===== config.mk =====
export PLATFORM = sky130hd
export DESIGN_NAME = mfc_capture
export DESIGN_NICKNAME = d
export VERILOG_FILES = /design/src/rtl/mfc_pkg.sv /design/src/rtl/mfc_policy.sv /design/src/rtl/mfc_status_fsm.sv /design/src/rtl/mfc_addr_reg.sv /design/src/rtl/mfc_capture.sv
export SDC_FILE = /design/constraint.sdc
export NUM_CORES = 1
export LEC_CHECK = 0
export BUFFER_PORTS_ARGS = -buffer_cell sky130_fd_sc_hd__clkbuf_2
export CORE_ASPECT_RATIO = 1.5
export CORE_MARGIN = 2
export CORE_UTILIZATION = 35
export DETAILED_ROUTE_END_ITERATION = 8
export PLACE_DENSITY = 0.73
export SLEW_MARGIN = 20
export SYNTH_ARGS = -nofsm -noshare
export SYNTH_HDL_FRONTEND = slang
export SYNTH_SLANG_ARGS = --single-unit

===== constraint.sdc =====
create_clock -name clk -period 1.74 [get_ports clk]
set_clock_uncertainty 0.2 [all_clocks]
set_input_delay 0.087 -clock clk [delete_from_list [all_inputs] [get_ports clk]]
set_output_delay 0.087 -clock clk [all_outputs]
set_load 0.1 [all_outputs]

===== src/rtl/mfc_pkg.sv =====
package mfc_pkg;
    localparam int LVL_W   = 2;
    localparam int TYPE_W  = 3;
    localparam int ACC_W   = 3;
    localparam int TYPE_LSB = 2;
    localparam int ACC_LSB  = 5;
    localparam int LVL_LSB  = 8;
    localparam int STAT_W   = LVL_LSB + LVL_W;
    localparam int OVF_BIT  = 0;
    localparam int AVAL_BIT = 1;

    typedef enum logic [1:0] {
        ST_EMPTY = 2'd0,
        ST_HELD  = 2'd1,
        ST_OVFL  = 2'd2
    } cap_state_e;
endpackage


===== src/rtl/mfc_policy.sv =====
module mfc_policy (
    input  logic flt_valid,
    input  logic flt_user,
    input  logic flt_perm,
    input  logic nofault_en,
    input  logic traps_en,
    output logic accept,
    output logic trap_req,
    output logic override_rwx
);
    logic suppress;
    logic quiet;

    always_comb begin
        suppress     = flt_user && flt_perm && nofault_en;
        accept       = flt_valid && !suppress;
        quiet        = nofault_en || !traps_en;
        trap_req     = accept && !quiet;
        override_rwx = accept && quiet;
    end

    always_comb begin
        a_r7_r8_exclusive: assert (!(trap_req && override_rwx));
    end
endmodule


===== src/rtl/mfc_status_fsm.sv =====
module mfc_status_fsm
    import mfc_pkg::*;
(
    input  logic              clk,
    input  logic              rst_n,
    input  logic              accept,
    input  logic              rd,
    input  logic [ACC_W-1:0]  acc,
    input  logic [LVL_W-1:0]  lvl,
    input  logic [TYPE_W-1:0] typ,
    output logic [STAT_W-1:0] status
);
    cap_state_e        state_q, state_d;
    logic [STAT_W-1:0] status_q, status_d;
    logic [STAT_W-1:0] fields;

    always_ff @(posedge clk) begin
        if (!rst_n) begin
            state_q  <= ST_EMPTY;
            status_q <= '0;
        end else begin
            state_q  <= state_d;
            status_q <= status_d;
        end
    end

    always_comb begin
        fields = '0;
        fields[ACC_LSB +: ACC_W]   = acc;
        fields[LVL_LSB +: LVL_W]   = lvl;
        fields[TYPE_LSB +: TYPE_W] = typ;
        fields[AVAL_BIT]           = 1'b1;
        state_d  = state_q;
        status_d = status_q;
        unique case (state_q)
            ST_EMPTY: begin
                if (accept) begin
                    state_d  = ST_HELD;
                    status_d = fields;
                end
            end
            ST_HELD, ST_OVFL: begin
                if (accept && rd) begin
                    state_d  = ST_HELD;
                    status_d = fields;
                end else if (accept) begin
                    state_d  = ST_OVFL;
                    status_d = fields;
                    status_d[OVF_BIT] = 1'b1;
                end else if (rd) begin
                    state_d  = ST_EMPTY;
                    status_d = '0;
                end
            end
            default: begin
                state_d  = ST_EMPTY;
                status_d = '0;
            end
        endcase
    end

    assign status = status_q;

    a_r2_valid_bit: assert property (@(posedge clk) disable iff (!rst_n)
        accept |=> status_q[AVAL_BIT]);
    a_r3_overflow: assert property (@(posedge clk) disable iff (!rst_n)
        (accept && !rd && status_q != '0) |=> status_q[OVF_BIT]);
    a_r4_read_clears: assert property (@(posedge clk) disable iff (!rst_n)
        (rd && !accept) |=> (status_q == '0));
    a_r5_no_overflow: assert property (@(posedge clk) disable iff (!rst_n)
        (rd && accept) |=> !status_q[OVF_BIT]);
    a_r1_empty_zero: assert property (@(posedge clk) disable iff (!rst_n)
        (state_q == ST_EMPTY) |-> (status_q == '0));
endmodule


===== src/rtl/mfc_addr_reg.sv =====
module mfc_addr_reg #(
    parameter int VA_W = 32
) (
    input  logic            clk,
    input  logic            rst_n,
    input  logic            load,
    input  logic [VA_W-1:0] vaddr,
    output logic [VA_W-1:0] addr
);
    always_ff @(posedge clk) begin
        if (!rst_n)    addr <= '0;
        else if (load) addr <= vaddr;
    end

    a_r6_capture: assert property (@(posedge clk) disable iff (!rst_n)
        load |=> (addr == $past(vaddr)));
    a_r6_hold: assert property (@(posedge clk) disable iff (!rst_n)
        !load |=> $stable(addr));
endmodule


===== src/rtl/mfc_capture.sv =====
module mfc_capture
    import mfc_pkg::*;
#(
    parameter int VA_W = 32
) (
    input  logic              clk,
    input  logic              rst_n,
    input  logic              flt_valid,
    input  logic [LVL_W-1:0]  flt_level,
    input  logic [TYPE_W-1:0] flt_type,
    input  logic [ACC_W-1:0]  flt_access,
    input  logic [VA_W-1:0]   flt_vaddr,
    input  logic              flt_user,
    input  logic              flt_perm,
    input  logic              nofault_en,
    input  logic              traps_en,
    input  logic              status_rd,
    output logic [STAT_W-1:0] status,
    output logic [VA_W-1:0]   fault_addr,
    output logic              trap_req,
    output logic              override_rwx
);
    logic accept;

    mfc_policy u_policy (
        .flt_valid   (flt_valid),
        .flt_user    (flt_user),
        .flt_perm    (flt_perm),
        .nofault_en  (nofault_en),
        .traps_en    (traps_en),
        .accept      (accept),
        .trap_req    (trap_req),
        .override_rwx(override_rwx)
    );

    mfc_status_fsm u_fsm (
        .clk   (clk),
        .rst_n (rst_n),
        .accept(accept),
        .rd    (status_rd),
        .acc   (flt_access),
        .lvl   (flt_level),
        .typ   (flt_type),
        .status(status)
    );

    mfc_addr_reg #(.VA_W(VA_W)) u_addr (
        .clk  (clk),
        .rst_n(rst_n),
        .load (accept),
        .vaddr(flt_vaddr),
        .addr (fault_addr)
    );

    a_r9_suppressed: assert property (@(posedge clk) disable iff (!rst_n)
        (flt_valid && flt_user && flt_perm && nofault_en && !status_rd)
        |=> ($stable(status) && $stable(fault_addr)));
endmodule


== Yosys cells after proc, flatten, opt, wreduce, memory -nomap -nowiden ==
Index checks and enable logic that the tools add are counted.

* Add/sub/neg operators: 0
* Multiply operators: 0
* Div/mod/pow operators: 0
* $lt $le $gt $ge: 0
* Eq/ne operators: 4
* Shift-type cells: 0
* Multiplexer cells: 10
* Bitwise gates (word level): 0
* Reductions and logical operators: 13

{| class="wikitable"
|+ Operator list
! kind !! number
|-
| $mux 10 || 4
|-
| $pmux 10 s2 || 1
|-
| $mux 2 || 4
|-
| $logic_and 1x1->1 || 6
|-
| $ne 4x2->1 const B || 1
|-
| $pmux 2 s2 || 1
|-
| $logic_not 1->1 || 3
|-
| $eq 2x1->1 const B || 1
|-
| $eq 2x2->1 const B || 1
|-
| $logic_not 2->1 || 1
|-
| $ne 2x1->1 const B || 1
|-
| $reduce_and 2->1 || 1
|-
| $reduce_or 2->1 || 1
|-
| $logic_or 1x1->1 || 1
|}

* Flip-flop bits (word level): 44
* Latch bits: 0
* Bits in writable memories: 0
* Bits in read-only memories: 0
* Input port bits: 48
* Output and inout bits: 44
* Logic and storage cells: 30
* Memories: 0

== Depth between registers and ports, before layout ==
* Depth after elaboration: 7
* Mapped depth: 6
* Depth with buffers taken out: 5

== By module ==
A second synthesis with hierarchy kept.

* Cell total of the unflattened synthesis: 144
* Area total of the unflattened synthesis: 1,716.6 sq um

{| class="wikitable"
|+ By module, submodules not included
! module !! instances !! cells each !! area each (sq um) !! seq. area each (sq um)
|-
| mfc_addr_reg || 1 || 103 || 1,243.7 || 640.6
|-
| mfc_status_fsm || 1 || 36 || 441.7 || 220.2
|-
| mfc_policy || 1 || 5 || 31.3 || 0.0
|}

== Worst setup path before layout ==
No wires, ideal clock.

* Kind: input port to output port
* Start: input port nofault_en
* End: output port override_rwx
* Data arrival time: 1,952 ps
* Required time: 1,453 ps
* Setup slack: -499 ps
* Stages on the path: 3
* Path buffers: 0
* Cells stage by stage: nand3_2 nand2_1 a21oi_1

* Cells in the longest elaborated chain, start to end: 4
* Elaborated cells between the ends (all ways): 5
* Classes of those cells: reduce/logical (5)

{| class="wikitable"
|+ Ends and longest elaborated chain
! what !! RTL line !! text
|-
| start, declared || mfc_capture.sv:15 || <nowiki>input logic nofault_en,</nowiki>
|-
| $logic_and 1x1->1 || mfc_policy.sv:15 || <nowiki>suppress = flt_user && flt_perm && nofault_en;</nowiki>
|-
| $logic_not 1->1 || mfc_policy.sv:16 || <nowiki>accept = flt_valid && !suppress;</nowiki>
|-
| $logic_and 1x1->1 || mfc_policy.sv:16 ||
|-
| $logic_and 1x1->1 * || mfc_policy.sv:19 || <nowiki>override_rwx = accept && quiet;</nowiki>
|-
| end, declared || mfc_capture.sv:21 || <nowiki>output logic override_rwx</nowiki>
|}

Mark *: on every way between the ends. The rest lies on a longest branch, timed or not.

== Worst setup path after layout ==
* Start: input port flt_valid
* End: output port trap_req

* Cells in the longest elaborated chain, start to end: 2

{| class="wikitable"
|+ Ends and longest elaborated chain
! what !! RTL line !! text
|-
| start, declared || mfc_capture.sv:8 || <nowiki>input logic flt_valid,</nowiki>
|-
| $logic_and 1x1->1 || mfc_policy.sv:16 ||
|-
| $logic_and 1x1->1 || mfc_policy.sv:18 || <nowiki>trap_req = accept && !quiet;</nowiki>
|-
| end, declared || mfc_capture.sv:20 || <nowiki>output logic trap_req,</nowiki>
|}

No other way between the ends.

==> metrics.txt <==
status finished clean; PnR Total Power 2720 uW; Die ar. 5900 sq um; deepest clock path buffer count 2; gpl congestion 0.761; Worst R2R Setup Slack 0.15 ns; max capacitance violation total 0; drc violations 0; Max VDD drop about 0.54 mV; Num CTS Buffers 5; Placed Cells 352; IO Count ~90; PortBufs between 90 and 100; Post-Synthesis Net Count 252; DIE WIDTH 63.4 microns; Synth Register Bits between 40 and 50; root buffer cell clkbuf_8; Core Area just over 5000 sq um; final wirelength 4780 microns; Initial Util 36.1%; endpoints failing hold 0; Worst-path clk slew approximately 0.07 ns; number of global-route vias before repair 1846; drt initial violations 49; max_slew headroom 62.6%; fmax roughly 600 MHz; H-tree depth 2; crit path capture type primary output; Placed Area 2400 sq um; crit path max fanout 5; Post-CTS Repair Setup Buffers 0; Placement Rows 32; share of post-route cells with drive strength above 1 33.0%; DR WL/cell 11.8 microns; sequential fraction of the synthesis area 46.5%; global-route wire length before repair 7940 microns; leakage dissipation approximately 0.0014 uW; Mean Syn Cell Area 9.17 sq um; post-synth cell types 20; antenna-violating nets left 0; post-layout min period 1.67 ns; die height 93.1 microns; CTS tree done; Skew-Pair Late Insertion Delay 0.29 ns; post-route cell area just under 3000 sq um; Pwr Density between 900 and 1000 nW/um^2; worst path required time 1.45 ns; Syn-to-layout area delta 59.0%; Slew Limit Fails 0; largest net degree at the start of global routing between 40 and 50; RSZ-0062 raised after global routing no; DP Wirelength 3090 microns; Slew @ Worst Pin 0.563 ns; nets roughly 390; # setup viols final 0; DR pass1 iterations 4; via count 1846; Post-Syn Instances approximately 200; CTS Sinks 43; crit path DAT 1.39 ns; Overflow after GRT 0; critical setup path kind input pin to primary output; Finished Layout Cells 404; fillcell total 473; initial antenna violation count 0; cell area after synthesis 1850 sq um; final period utilization 96.1%; critical path startpoint category input pin; # diodes 0; GRT Overall Usage 16.8%; YS warnings 0; Worst Hold Class input pin to flip-flop; Via density 4.57
## metal layers
| metal | wire (microns) | track usage, % | vias to the layer above |
|---|---|---|---|
| met5 | 0 | 0 | - |
| met4 | 42 | 5.80 | 0 |
| met1 | 1850 | 17.1 | 836 |
| met3 | 249 | 4.09 | 4 |
| li1 | - | - | 938 |
| met2 | 2640 | 32.5 | 68 |
## cells in the mapped netlist (all sizes together)
cell type / instances / area (sq um)
nand2: 65 / 244
a21oi: 1 / 5.00
and3: 1 / 6.26
o211ai: 12 / 90.1
nor2b: 2 / 12.5
clkbuf: 8 / 30.0
or2: 1 / 6.26
and2: 1 / 6.26
buf: 9 / 71.3
o21ai: 2 / 10.0
inv: 3 / 11.3
dfxtp: 43 / 861
nand3: 9 / 50.1
mux2i: 41 / 410
nand4: 2 / 12.5
ha: 2 / 25.0
## sequential cells by signal, summed over array words and instances, names as in the netlist
name and flops:
u_fsm.status 10, u_addr.addr 32, u_fsm.state_q 1
## worst max-delay path: stages
cell           delay (ns)
dlygate4sd3_1        0.53
clkbuf_2             0.14
and3_1               0.19
buf_2                0.43
## metrics by stage
stage / util [%] / setup TNS (ns) / setup slack, ns / hold slack (ns)
after detailed placement: 46.8 / -0.827 / -0.117 / 0.126
after CTS: 57.3 / 0 / 0.0239 / 0.0501
after floorplan: - / 0 / 0.0997 / 0.0292
after global routing: 57.4 / 0 / 0.00586 / 0.0889
final: 57.4 / 0 / 0.0670 / 0.0589
after global placement: 46.8 / -0.787 / -0.0756 / 0.117
## layout by cell type (no fill, tap or decap), drive strengths merged
master / instances
clkbuf: 97
nand2: 65
dlygate4sd3: 44
dfxtp: 43
mux2i: 41
o211ai: 12
buf: 10
nand3: 9
inv: 3
nand4: 2
o21ai: 2
ha: 2
nor2b: 2
and3: 1
a21oi: 1
or2: 1
and2: 1
## final cells by class
type                            instances  area [sq um]  area share [%]
Sequential cell                        43           861            29.2
Tap cell                               68          85.1            2.89
Inverter                                3          11.3           0.382
Clock buffer                            8           100            3.40
Timing Repair Buffer                  143           996            33.8
Multi-Input combinational cell        139           891            30.3
## power breakdown
part,switching (uW),internal [uW]
Combinational,703,257
Clock,310,362
Sequential,37.3,1050
## final timing paths
check,from,to,depth (start not counted)
worst max-delay path,flt_valid,trap_req,4
worst min-delay path,rst_n,u_addr.addr[29]$_SDFFE_PN0N_,3
worst max register to register,u_fsm.state_q[0]$_SDFFE_PN0P_,u_fsm.state_q[0]$_SDFFE_PN0P_,5
worst min register to register,u_addr.addr[26]$_SDFFE_PN0N_,u_addr.addr[26]$_SDFFE_PN0N_,2
## kinds of logic (layout without fill, tap and decap cells)
family / Yosys count / count (layout) / share of synthesized area, %
AOI/OAI and AO/OA: 15 / 15 / 5.68
adders and majority gates: 2 / 2 / 1.35
buffers and inverters: 20 / 154 / 6.08
muxes: 41 / 41 / 22.2
and+or+nand+nor: 81 / 81 / 18.2
DFF: 43 / 43 / 46.5
## repair_timing
item / CTS / global route
resized for setup: 1 / 2
hold endpoints to repair: 43 / 0
endpoints found under the setup margin: 11 / 4
hold buffers: 44 / 0
Note: power is estimated with default switching activity, not from simulation.
